`src/rtl/timer_pkg.sv`:
```
package timer_pkg;
   localparam int unsigned REG_A_LO = 0;
   localparam int unsigned REG_A_HI = 1;
   localparam int unsigned REG_B_LO = 2;
   localparam int unsigned REG_B_HI = 3;
   localparam int unsigned REG_A_CTL = 4;
   localparam int unsigned REG_B_CTL = 5;
   localparam int unsigned REG_STAT = 6;

   localparam logic [1:0] SRC_TICK = 2'd0;
   localparam logic [1:0] SRC_PIN = 2'd1;
   localparam logic [1:0] SRC_CHAIN = 2'd2;
   localparam logic [1:0] SRC_GATED = 2'd3;

   typedef struct packed {
      logic [1:0] src;
      logic       force_ld;
      logic       one_shot;
      logic       toggle;
      logic       port_en;
      logic       run;
   } tmr_ctl_t;
endpackage

```
`src/rtl/pin_sync.sv`:
```
module pin_sync #(
   parameter int unsigned STAGES = 2
) (
   input  logic clk,
   input  logic rst_n,
   input  logic pin,
   output logic level,
   output logic rise
);
   if (STAGES < 2) begin : g_bad_stages
      $error("pin_sync: STAGES must be at least 2");
   end

   logic [STAGES-1:0] sync_q;
   logic              prev_q;

   always_ff @(posedge clk or negedge rst_n) begin
      if (!rst_n) begin
         sync_q <= '0;
         prev_q <= 1'b0;
      end else begin
         sync_q <= {sync_q[STAGES-2:0], pin};
         prev_q <= sync_q[STAGES-1];
      end
   end

   assign level = sync_q[STAGES-1];
   assign rise  = sync_q[STAGES-1] & ~prev_q;
endmodule

```
`src/rtl/timer_core.sv`:
```
module timer_core
   import timer_pkg::*;
#(
   parameter int unsigned W = 16
) (
   input  logic         clk,
   input  logic         rst_n,
   input  logic         cnt_ev,
   input  logic         wr_lo,
   input  logic         wr_hi,
   input  logic         wr_ctl,
   input  logic [7:0]   wdata,
   output logic [W-1:0] count,
   output logic [W-1:0] latch_o,
   output tmr_ctl_t     ctl,
   output logic         uf,
   output logic         port_o
);
   localparam int unsigned HI_W = W - 8;

   if (W < 9 || W > 16) begin : g_bad_width
      $error("timer_core: W must lie in 9..16");
   end

   logic [W-1:0] lat_q, cnt_q;
   tmr_ctl_t     ctl_q, new_ctl;
   logic         tog_q, pls_q;

   assign new_ctl = tmr_ctl_t'(wdata[6:0]);
   assign uf      = ctl_q.run & cnt_ev & (cnt_q == '0);

   always_ff @(posedge clk or negedge rst_n) begin
      if (!rst_n) begin
         lat_q <= '1;
         cnt_q <= '1;
         ctl_q <= '0;
         tog_q <= 1'b0;
         pls_q <= 1'b0;
      end else begin
         if (wr_lo) lat_q[7:0] <= wdata;
         if (wr_hi) lat_q[W-1:8] <= wdata[HI_W-1:0];

         if (wr_ctl && new_ctl.force_ld)        cnt_q <= lat_q;
         else if (wr_hi && !ctl_q.run)          cnt_q <= {wdata[HI_W-1:0], lat_q[7:0]};
         else if (uf)                           cnt_q <= lat_q;
         else if (ctl_q.run && cnt_ev)          cnt_q <= cnt_q - 1'b1;

         if (wr_ctl) begin
            ctl_q          <= new_ctl;
            ctl_q.force_ld <= 1'b0;
         end else if (uf && ctl_q.one_shot) begin
            ctl_q.run <= 1'b0;
         end

         if (wr_ctl && new_ctl.run && !ctl_q.run) tog_q <= 1'b1;
         else if (uf)                            tog_q <= ~tog_q;

         pls_q <= uf;
      end
   end

   assign count   = cnt_q;
   assign latch_o = lat_q;
   assign ctl     = ctl_q;
   assign port_o  = ctl_q.toggle ? tog_q : pls_q;
endmodule

```
`src/rtl/dual_interval_timer.sv`:
```
module dual_interval_timer
   import timer_pkg::*;
#(
   parameter int unsigned W      = 16,
   parameter int unsigned ADDR_W = 3,
   parameter int unsigned SYNC   = 2
) (
   input  logic              clk,
   input  logic              rst_n,
   input  logic              tick,
   input  logic              cnt_pin,
   input  logic [ADDR_W-1:0] addr,
   input  logic [7:0]        wdata,
   input  logic              wr_en,
   input  logic              rd_en,
   output logic [7:0]        rdata,
   output logic              irq_a,
   output logic              irq_b,
   output logic [1:0]        pb_out,
   output logic [1:0]        pb_oe
);
   if (ADDR_W < 3) begin : g_bad_addr
      $error("dual_interval_timer: ADDR_W must be at least 3");
   end

   logic         pin_lvl, pin_rise;
   logic         ev_a, ev_b, uf_a, uf_b;
   logic [W-1:0] cnt_a, cnt_b, lat_a, lat_b;
   tmr_ctl_t     ctl_a, ctl_b;
   logic [15:0]  cnt_a16, cnt_b16;
   logic [1:0]   irq_q;
   logic         stat_clr;

   pin_sync #(.STAGES(SYNC)) u_sync (
      .clk(clk), .rst_n(rst_n), .pin(cnt_pin), .level(pin_lvl), .rise(pin_rise)
   );

   assign ev_a = ctl_a.src[0] ? pin_rise : tick;

   always_comb begin
      unique case (ctl_b.src)
         SRC_TICK:  ev_b = tick;
         SRC_PIN:   ev_b = pin_rise;
         SRC_CHAIN: ev_b = uf_a;
         default:   ev_b = uf_a & pin_lvl;
      endcase
   end

   timer_core #(.W(W)) u_tmr_a (
      .clk(clk), .rst_n(rst_n), .cnt_ev(ev_a),
      .wr_lo(wr_en && addr == ADDR_W'(REG_A_LO)),
      .wr_hi(wr_en && addr == ADDR_W'(REG_A_HI)),
      .wr_ctl(wr_en && addr == ADDR_W'(REG_A_CTL)),
      .wdata(wdata), .count(cnt_a), .latch_o(lat_a), .ctl(ctl_a),
      .uf(uf_a), .port_o(pb_out[0])
   );

   timer_core #(.W(W)) u_tmr_b (
      .clk(clk), .rst_n(rst_n), .cnt_ev(ev_b),
      .wr_lo(wr_en && addr == ADDR_W'(REG_B_LO)),
      .wr_hi(wr_en && addr == ADDR_W'(REG_B_HI)),
      .wr_ctl(wr_en && addr == ADDR_W'(REG_B_CTL)),
      .wdata(wdata), .count(cnt_b), .latch_o(lat_b), .ctl(ctl_b),
      .uf(uf_b), .port_o(pb_out[1])
   );

   assign stat_clr = rd_en && addr == ADDR_W'(REG_STAT);

   always_ff @(posedge clk or negedge rst_n) begin
      if (!rst_n) irq_q <= '0;
      else        irq_q <= {uf_b, uf_a} | (irq_q & {2{~stat_clr}});
   end

   assign cnt_a16 = 16'(cnt_a);
   assign cnt_b16 = 16'(cnt_b);

   always_comb begin
      unique case (addr)
         ADDR_W'(REG_A_LO):  rdata = cnt_a16[7:0];
         ADDR_W'(REG_A_HI):  rdata = cnt_a16[15:8];
         ADDR_W'(REG_B_LO):  rdata = cnt_b16[7:0];
         ADDR_W'(REG_B_HI):  rdata = cnt_b16[15:8];
         ADDR_W'(REG_A_CTL): rdata = {1'b0, ctl_a};
         ADDR_W'(REG_B_CTL): rdata = {1'b0, ctl_b};
         ADDR_W'(REG_STAT):  rdata = {6'b0, irq_q};
         default:            rdata = 8'h00;
      endcase
   end

   assign irq_a = irq_q[0];
   assign irq_b = irq_q[1];
   assign pb_oe = {ctl_b.port_en, ctl_a.port_en};
endmodule

```
`config.mk`:
```
export PLATFORM = sky130hd
export DESIGN_NAME = dual_interval_timer
export DESIGN_NICKNAME = d
export VERILOG_FILES = /design/src/rtl/timer_pkg.sv /design/src/rtl/pin_sync.sv /design/src/rtl/timer_core.sv /design/src/rtl/dual_interval_timer.sv
export SDC_FILE = /design/constraint.sdc
export NUM_CORES = 1
export LEC_CHECK = 0
export ABC_AREA = 1
export BUFFER_PORTS_ARGS = -buffer_cell sky130_fd_sc_hd__buf_2
export CORE_ASPECT_RATIO = 0.6
export CORE_MARGIN = 4
export CORE_UTILIZATION = 66
export CTS_CLUSTER_DIAMETER = 120
export DETAILED_ROUTE_END_ITERATION = 12
export PLACE_DENSITY_LB_ADDON = 0.15
export RECOVER_POWER = 100
export REMOVE_ABC_BUFFERS = 1
export SLEW_MARGIN = 10
export SYNTH_ARGS = -nofsm -noshare
export SYNTH_HDL_FRONTEND = slang
export SYNTH_SLANG_ARGS = --single-unit
```
`constraint.sdc`:
```
create_clock -name clk -period 4.5 [get_ports clk]
set_input_delay 0.225 -clock clk [delete_from_list [all_inputs] [get_ports clk]]
set_output_delay 0.225 -clock clk [all_outputs]
set_load 0.03 [all_outputs]
```
# Word level (Yosys, flattened, before mapping)

Cells that the tools add are included.

Input port bits: 17
Register bits after elaboration: 85
Output and inout port bits: 14
Word-level logic and storage cells: 97

Multiplexer cells: 21
Equal/unequal tests: 8
Reduce and logical (&&, ||, !) cells: 31
$add $sub $neg: 2
Bitwise operators: 12

Operators with widths:

| cell                                                | count |
|---|---|
| 2-to-1 mux 16 bit                                   | 8 |
| case mux 8 bit (7 select lines)                     | 1 |
| logical NOT 16 bit                                  | 2 |
| subtractor 16 x 1 -> 16 bit, second input constant  | 2 |
| logical AND 1 bit                                   | 19 |
| 2-to-1 mux 1 bit                                    | 11 |
| equality test 3 bit, second input constant          | 3 |
| nonzero test 2 bit                                  | 4 |
| nonzero test 4 bit                                  | 2 |
| AND 1 bit                                           | 6 |
| equality test 3 x 2 -> 1 bit, second input constant | 2 |
| NOT 1 bit                                           | 4 |
| equality test 3 x 1 -> 1 bit, second input constant | 1 |
| logical NOT 3 bit                                   | 1 |
| case mux 1 bit (3 select lines)                     | 1 |
| AND 2 bit                                           | 1 |
| equality test 2 x 1 -> 1 bit, second input constant | 1 |
| equality test 2 bit, second input constant          | 1 |
| logical NOT 1 bit                                   | 2 |
| logical NOT 2 bit                                   | 1 |
| OR 2 bit                                            | 1 |

# Longest topological paths before layout

Gate-level depths: netlist of run 1.

Depth after elaboration: 12
Gate-level depth with buffers: 13

# Cells and area by module

Synthesis of run 1 repeated with hierarchy kept, for this count alone.

Cell total of the unflattened synthesis: 783
Area, all modules: 5683.0 um^2

By module, submodules not included:

| module              | cells each | sequential area each (um^2) | area each (um^2) | times used |
|---|---|---|---|---|
| timer_core          | 322        | 1041.0                      | 2439.8           | 2 |
| dual_interval_timer | 134        | 50.0                        | 718.2            | 1 |
| pin_sync            | 5          | 75.1                        | 85.1             | 1 |

# Worst setup path before layout of run 1

OpenSTA, ideal clock, no wires.

Kind: reg-to-reg
From: register u_tmr_b.cnt_q[0], in the netlist u_tmr_b.count[0]
To: register u_tmr_b.cnt_q[10], in the netlist u_tmr_b.count[10]
Setup slack: 2.725 ns
Period minus slack after synthesis: 1.775 ns
Cell stages (with the launch flop): 12
Setup time: 0.075 ns
Arrival: 1.699 ns
Path buffers: 0
Cells stage by stage: dfstp_2 > inv_1 > ha_1 > inv_1 > nor3_1 > nand4_1 > nor2_2 > nand3_2 > o21ai_0 > nand3_1 > nand2_1 > nand2_1

Word-level cells in the longest chain between the ends: 5
Elaborated cells on any way between the ends: 8

Ends and longest elaborated chain:

| what                                                              | line                               | text |
|---|---|---|
| start: declaration                                                | timer_core.sv:25                   | `logic [W-1:0] lat_q, cnt_q;` |
| start signal: assignment                                          | timer_core.sv:43                   | `if (wr_ctl && new_ctl.force_ld) cnt_q <= lat_q;` |
| start signal: assignment                                          | timer_core.sv:44                   | `else if (wr_hi && !ctl_q.run) cnt_q <= {wdata[HI_W-1:0], lat_q[7:0]};` |
| start signal: assignment                                          | timer_core.sv:45                   | `else if (uf) cnt_q <= lat_q;` |
| subtractor 16 x 1 -> 16 bit or logical NOT 16 bit (tied branches) | timer_core.sv:46, timer_core.sv:30 |  |
| 2-to-1 mux 16 bit or AND 1 bit (tied branches)                    | timer_core.sv:46, timer_core.sv:30 |  |
| 2-to-1 mux 16 bit                                                 | timer_core.sv:45                   |  |
| 2-to-1 mux 16 bit                                                 | timer_core.sv:44                   |  |
| 2-to-1 mux 16 bit                                                 | timer_core.sv:43                   |  |

Several ways; a longest one is shown, not always the timed one. The select of a mux whose other input is x is not followed.
A chain may end at the register's enable or synchronous reset.

# Worst setup path after layout of run 1

From: input port addr[2]
To: register u_tmr_b.cnt_q[11], in the netlist u_tmr_b.count[11]

Word-level cells in the longest chain between the ends: 5
Elaborated cells on any way between the ends: 9

Ends and longest elaborated chain:

| what                         | line                      | text |
|---|---|---|
| start: declaration           | dual_interval_timer.sv:12 | `input logic [ADDR_W-1:0] addr,` |
| equality test 3 x 2 -> 1 bit | dual_interval_timer.sv:61 | `.wr_hi(wr_en && addr == ADDR_W'(REG_B_HI)),` |
| logical AND 1 bit            | dual_interval_timer.sv:61 |  |
| logical AND 1 bit            | timer_core.sv:44          |  |
| 2-to-1 mux 16 bit            | timer_core.sv:44          |  |
| 2-to-1 mux 16 bit            | timer_core.sv:43          |  |

Several ways; a longest one is shown, not always the timed one.

==> results of run 1 <==
## power by group through the flow
stage / logic (mW) / registers, mW / clock network, mW
finish: 1.05 / 1.38 / 0.806
global placement: 0.998 / 1.36 / 0
global route: 1.16 / 1.40 / 0.849
detailed placement: 1.03 / 1.37 / 0
CTS: 1.06 / 1.36 / 0.806
floorplan: 0.773 / 1.28 / 0
## layer usage
| metal | global-route usage, % | vias up |
|---|---|---|
| met4 | 8.62 | 4 |
| met1 | 53.3 | 2398 |
| li1 | - | 2247 |
| met3 | 14.8 | 53 |
| met5 | 2.84 | - |
| met2 | 47.5 | 414 |
## flip-flops by register name, indices dropped and copies added (netlist names)
name and count:
u_tmr_a.count 16, u_tmr_a.latch_o 16, u_tmr_b.count 16, u_tmr_b.latch_o 16
u_tmr_a.ctl 6, u_tmr_b.ctl 6, irq_q 2, u_sync.sync_q 2
u_sync.prev_q 1, u_tmr_a.pls_q 1, u_tmr_a.tog_q 1, u_tmr_b.pls_q 1
u_tmr_b.tog_q 1
## cell type report
cell class              instances  area share, %
well taps                     104           2.33
flip-flops and latches         85           39.5
repair buffers                 31           2.48
multi-input cells             478           44.1
inverters                      85           5.99
clock buffers                  11           4.16
clock inverters                 5           1.50
## worst paths after layout
kind	startpoint	end	depth (start not counted)
max in group asynchronous	rst_n	u_tmr_a.ctl[1]	1
worst min-delay path	wdata[6]	u_tmr_b.latch_o[14]	3
worst max register to register	u_tmr_a.ctl[0]	u_tmr_a.count[15]	8
worst max-delay path	addr[2]	u_tmr_b.count[11]	12
worst min register to register	u_sync.sync_q[0]	u_sync.sync_q[1]	0
min in group asynchronous	rst_n	u_sync.sync_q[0]	1
## Yosys cell counts, types with 5 or more instances
master	instances
a21oi_1	39
a21oi_2	5
a221oi_1	6
buf_4	5
buf_6	5
dfrtp_1	21
dfstp_2	64
inv_1	72
inv_2	7
nand2_1	147
nand2_4	6
nand3_1	30
nand4_1	7
nor2_1	59
nor2_2	7
nor2_4	8
o21ai_0	78
o21ai_1	16
o22ai_1	8
xor2_1	12
## per-stage QoR
stage	area [µm²]	hold WS (ns)	total power [mW]	std cells	utilization, %
6_report	5590	0.162	3.24	799	74.8
5_1_grt	5590	0.156	3.41	799	74.8
4_1_cts	5740	0.111	3.23	799	76.8
3_5_place_dp	5410	0.335	2.40	782	72.4
3_3_place_gp	5410	0.336	2.36	782	72.4
2_1_floorplan	5130	-0.0706	2.06	648	-
## logic make-up (layout without fill, tap and decap cells)
kind of cell             after synthesis  after routing  share of synthesized area (%)
AO/OA/AOI/OAI                        172            172                           18.7
XOR/XNOR                              16             16                           2.67
adder cells (fa/ha/maj)                3              3                          0.716
buffers and inverters                100            132                           8.66
flip-flops                            85             85                           42.1
AND/OR/NAND/NOR                      287            287                           27.2
## layout by cell type (no fill, tap or decap), types with 2 or more instances in the layout
master      netlist  routed
nand2_1         147     153
o21ai_0          78      84
inv_1            72      74
nor2_1           59      67
dfstp_2          64      63
a21oi_1          39      41
nand3_1          30      31
dfrtp_1          21      21
clkbuf_1          3      19
xor2_1           12      12
buf_2             2      12
o21ai_1          16      10
clkbuf_16         0       9
o22ai_1           8       8
nand4_1           7       7
a221oi_1          6       6
nor2_2            7       5
nor3_1            4       5
o2111ai_1         4       4
inv_2             7       4
xnor2_1           4       4
o211ai_1          4       4
clkinv_1          2       3
nor2_4            8       3
clkinvlp_2        0       3
a21oi_2           5       3
ha_1              3       3
nand2_4           6       2
a21o_1            2       2
nand2_8           2       2
nor2_8            3       2
a31oi_1           2       2
a211oi_1          2       2
clkinvlp_4        0       2
bufinv_16         0       2
## timing repair
action,4_1_cts,5_1_grt
endpoints found under the hold margin,1,0
hold buffers,1,0
resized for setup,0,0
## worst max-delay path, cell delays in order
cell,delay (ns)
clkbuf_1,0.13
inv_1,0.13
nand3_1,0.29
nor2_1,0.95
nand2_8,0.15
clkinvlp_2,0.31
nor2_8,0.10
clkinvlp_2,0.22
nor2_8,0.13
inv_1,0.37
nor2_1,0.08
a21oi_1,0.19
==> results.md, run 1 <==
- The first global-routing pass estimated 25500 µm of wire.
- For this design the top-level I/O count stands at 31.
- The sequential share of power is 42.7%.
- The synthesized area per cell is 7.91 µm².
- The wire length on met1 is 6660 µm.
- The number of violations reported at the end of detailed-routing iteration 0 is 838.
- In the synthesized netlist the async set-or-reset flop fraction comes to 100%.
- The synthesized design contains 85 register bits.
- The class of the tightest hold or removal check is in2reg.
- Dividing the final minimum period by the clock period gives 67.9%.
- The number of global-route vias before repair is 4645.
- Setup repair after global routing left no endpoint under its margin.
- The leakage power total is 2.55 nW.
- The die covers 9490 µm².
- Compared with the post-synthesis result, the final layout area differs by 6.63%.
- The final layout contains routed wiring with a total length of 16400 µm.
- The leftover overflow at the end of global routing is 0.
- Setup violations remaining at the end of the flow were counted as 0.
- The number of antenna violations at the first check in global routing came to 1.
- The footprint of the multi-input gates is 2470 µm².
- The number of buffers inserted by post-CTS setup repair is 0.
- The total number of vias is 5116.
- The register cell area after layout is 2210 µm².
- Counting along the longest clock path gives a buffer depth of 2.
- The final reports fail on max-capacitance violations, max-slew violations.
- The arrival time of the worst setup path is 3.32 ns.
- In this run the worst path has a maximum fanout of 22.
- The internal power is 1.95 mW.
- STA classifies the critical path startpoint as an input port.
- At the end of routability-driven placement, the weighted congestion stood at 1.11.
- The post-CTS clock slew at the launch and capture registers of the worst setup and hold paths is 0.07 ns.
- After detailed routing, no signal wire sits above met5.
- The average wire length per cell after detail routing is 20.6 µm.
- The count of maximum capacitance violations is 1.
- The share of the yosys chip area belonging to registers is 42.1%.
- The pin slew with the least headroom to its limit is 2.08 ns.
- For this run, design rule violations remaining after detail routing come to 0.
- The endpoint kind of the worst setup timing path is a flip-flop.
- The clock period minus worst slack is 3.06 ns.
- Entering global routing, the biggest net connects 86 pins.
- The top-area cell type share of the netlist area is 32.1%.
- For this run, the number of Yosys warnings is 0.
- The total count of max-transition violations in the final report is 86.
- TritonCTS built the clock tree.
- Detailed placement ended at an HPWL of 11800 µm.
- After detailed routing, the number of vias per cell comes to 6.40.
- The row count is 24.
- The biggest area consumer among synthesized cells is dfstp_2.
- The register-to-register setup slack is 1.74 ns.
- Summed over all nets, wire length on met2 after detailed routing comes to 6640 µm.
- The number of H-tree levels is 3.
- The starting density of the core is 70.2%.
- The total area inside the core boundary comes to 7480 µm².
- Setup slack on the critical path of the routed design comes to 1.44 ns.
- In the global route stage, overall resource usage came out at 35.7%.
- The die span in y is 77.1 µm.
- The data required time at the worst endpoint is 4.76 ns.
- The tree is rooted in a clkbuf_16.
- The post-synthesis instance total is 663.
- The routed length on met3 is 2710 µm.
- The synthesized design contains 0 enable-type register cells.
- In this run the power density over the cells is 580 nW/µm².
- Clock tree synthesis inserted a total of 9 buffers.
- The most common flop cell mapped by yosys is dfstp_2.
- Per report_power, the clock group accounts for 24.9% of the total.
- The switching share of power is 40.0%.
- The count of antenna-violating nets left after detailed routing is 0.
- The number of hold-slack violations in the final timing report is 0.
- Based on the critical path, the design can be clocked at up to 327 MHz.
- The post-route setup TNS is 0 ns.
- The mapped netlist covers 5250 µm².
- The final setup skew is 0.0107 ns.
- The distinct cell type count of the synthesized netlist is 51.
- Before CTS, the worst setup slack after placement is 2.33 ns.
- The run finished, with violations left.
- The worst setup path is of the in2reg kind.
- Of the total power, combinational logic draws 32.5%.
- The number of filler cells placed in the layout is 570.
- The count of buffers added on input and output ports is 30.
- Measured against its own limit, the worst slew margin works out to -38.5%.
- The layout net count is 710.
- The number of iterations in the first detailed-routing pass is 6.
- In the post-synthesis netlist, the biggest area contributors are dfstp_2, nand2_1, dfrtp_1.
- The proportion of layout cells with a drive suffix above 1 is 17.4%.
- In this run the horizontal extent of the chip is 123 µm.
- The clock net in this run drives a total of 85 sinks.
- Across the VDD grid, the largest voltage drop is 348 µV.
- The clock latency on the worst-skew pair is 0.35 ns.
- Summed over all nets, the switching power comes to 1.30 mW.
- The final antenna diode count is 0.
Power figures use the tool's default switching activity.
==> run 2: changes to the inputs <==
- CORE_UTILIZATION: 66 -> 62
- clock period: 4.5 -> 3 ns (I/O delays scaled with it)
==> run 2 against run 1 <==
The flow still finishes with violations (max-capacitance violations, max-slew violations). Via count is 1.4% lower. Utilization down 4.7 points. Global-route usage decreased by 1.1 points. Die area up 5.9%. Final cell count up 0.75%. Final area is 0.74% higher. Critical endpoint is now u_tmr_a.count[15]. Largest cell class unchanged.
==> results.md, run 2 (synthesis results as in run 1) <==
- The proportion of layout cells with a drive suffix above 1 is 17.9% (+0.52 points).
- The number of standard cells in the layout, taps in and fillers out was 805 (+0.75%).
- The ratio of routed vias to standard cells is 6.26 (-2.2%).
- The number of violations reported at the end of detailed-routing iteration 0 is 833 (-0.60%).
- The number of hold-slack violations in the final timing report is 0 (unchanged).
- The arrival time of the worst setup path is 2.81 ns (-0.51 ns).
- The total CTS buffers is 9 (unchanged).
- The number of filler cells placed in the layout is 635 (+11%).
- The overall die area came to 10000 µm² (+5.9%).
- The number of buffers on the longest clock path is 2 (unchanged).
- The final setup skew is 0.00688 ns (-0.00379 ns).
- The utilization after layout came to 70.1% (-4.7 points).
- The starting density of the core is 65.3% (-4.9 points).
- The number of global-route vias before repair is 4717 (+1.6%).
- The post-route setup TNS is 0 ns (unchanged).
- The flow ran to the end, but the final reports show violations.
- The final reports fail on max-capacitance violations, max-slew violations.
- The pin count of the biggest net entering global routing came to 69 (-20%).
- The synthesis-to-layout area growth is 7.42%.
- The final antenna diode count came to 0 (unchanged).
- The critical path startpoint category is an input port.
- The leakage power total was 2.59 nW (+1.6%).
- The number of antenna violations at the first check in global routing was 0 (-1).
- The most common cell after layout, fill and taps aside is nand2_1.
- The largest voltage drop on the vdd net is 477 µV (+37%).
- The final critical path takes up 84.8% of the cycle.
- The path class of the tightest hold or removal check is in2reg.
- The half-perimeter wire length after placement is 12500 µm (+5.3%).
- TritonCTS built the clock tree.
- The cell total after placement was 787 (+0.64%).
- The overall global routing resource usage was 34.6% (-1.1 points).
- The normalized max-slew margin is -17.1% (+21 points).
- The placer's final routability congestion estimate is 1.14 (+2.3%).
- The layout net count was 712 (+0.28%).
- The cell sitting at the root of the clock tree is a clkbuf_16.
- The global-route wire length before repair is 26300 µm (+3.3%).
- The die span in y came to 79.3 µm (+2.8%).
- The total number of vias is 5042 (-1.4%).
- The post-CTS clock slew at the launch and capture registers of the worst setup and hold paths is 0.06 ns (about the same).
- The pin slew with the least headroom to its limit is 1.76 ns (-0.321 ns).
- The row count is 25 (+4.2%).
- The endpoint kind of the worst setup timing path is a flip-flop.
- The count of maximum capacitance violations is 1 (unchanged).
- The total DRC errors in the routed layout is 0 (unchanged).
- The data required time at the worst endpoint was 3.27 ns (-1.49 ns).
- The power density of the placed cells came to 879 nW/µm² (+52%).
- The fmax is 393 MHz.
- The clock period minus worst slack is 2.54 ns.
- The clock latency on the worst-skew pair is 0.34 ns (about the same).
- The number of H-tree levels came to 3 (unchanged).
- The routed wire length came to 16700 µm (+1.9%).
- The worst-path maximum fanout came to 19 (-14%).
- Setup repair after global routing left no endpoint under its margin.
- The setup-violating endpoint count in the final report is 0 (unchanged).
- The count of buffers from port buffering is 30 (unchanged).
- The leftover overflow at the end of global routing was 0 (unchanged).
- The TritonCTS sink count is 85 (unchanged).
- The total I/O pin count is 31 (unchanged).
- The total count of max-transition violations in the final report is 69 (-20%).
- The average wire length per cell after detail routing is 20.8 µm (+1.1%).
- The worst-case setup slack after placement came to 0.828 ns (-1.50 ns).
- The count of antenna-violating nets left after detailed routing is 0 (unchanged).
- The quantity of gates resized following cts was 0 (unchanged).
- The number of iterations in the first detailed-routing pass came to 6 (unchanged).
- The category of the most critical setup path is in2reg.
- The core area is 8040 µm² (+7.5%).
- The worst setup slack after layout is 0.457 ns (-0.986 ns).
- In the layout the commonest cells are nand2_1, o21ai_0, inv_1.
- The horizontal die dimension was 127 µm (+3.0%).
[run 2: critical path: stages]
cell and delay [ns]:
clkbuf_1 0.21, clkinv_1 0.10, nor2_1 0.21, nand2_1 0.22
nor2_1 0.49, nand2_1 0.30, nand2_1 0.25, nor2_2 0.19
inv_4 0.23, o21ai_0 0.17, a21o_1 0.20, o21ai_1 0.07
[run 2: path summary, 6_finish.rpt]
| path | end | from | cells after the start | slack [ns] |
|---|---|---|---|---|
| max | u_tmr_a.count[15] | addr[0] | 12 | 0.46 |
| min | u_tmr_a.ctl[1] | wdata[1] | 3 | 0.09 |
| max reg2reg | u_tmr_b.count[10] | u_tmr_b.count[0] | 11 | 0.53 |
| min reg2reg | u_sync.sync_q[1] | u_sync.sync_q[0] | 0 | 0.35 |
| max in group asynchronous | u_tmr_b.latch_o[1] | rst_n | 3 | 0.86 |
| min in group asynchronous | u_sync.sync_q[0] | rst_n | 2 | 0.84 |
[run 2: cell type report]
cell class	count	area, µm²	share of cell area [%]
multi-input cells	478	2460	43.6
well taps	108	135	2.40
flip-flops and latches	85	2210	39.2
clock inverters	5	108	1.91
inverters	85	339	6.02
clock buffers	11	233	4.13
repair buffers	33	155	2.75
[run 2: per-layer routing]
layer	track usage [%]	share of wire, %
met1	50.2	43
met2	45.9	38
met3	15.3	16
met4	10.2	2.6
met5	0	0
[run 2: repair_timing]
item                                    CTS  global route
hold buffers                              2             0
endpoints found under the hold margin    22             0
endpoints found under the setup margin    0             0
setup buffers                             0             0
[run 2: report_power, final]
part | leakage (nW) | switching (mW) | internal (mW)
combinational | 1.50 | 1.07 | 0.521
sequential | 0.930 | 0.412 | 1.67
clock | 0.164 | 0.468 | 0.819
[run 2: stage by stage]
| step | area [µm²] | hold slack [ns] | power [mW] |
|---|---|---|---|
| final | 5640 | 0.0906 | 4.95 |
| after global routing | 5640 | 0.110 | 5.21 |
| after CTS | 5790 | 0.0797 | 4.93 |
| after detailed placement | 5430 | 0.260 | 3.63 |
| after global placement | 5430 | 0.262 | 3.55 |
| after floorplan | 5130 | -0.146 | 3.08 |
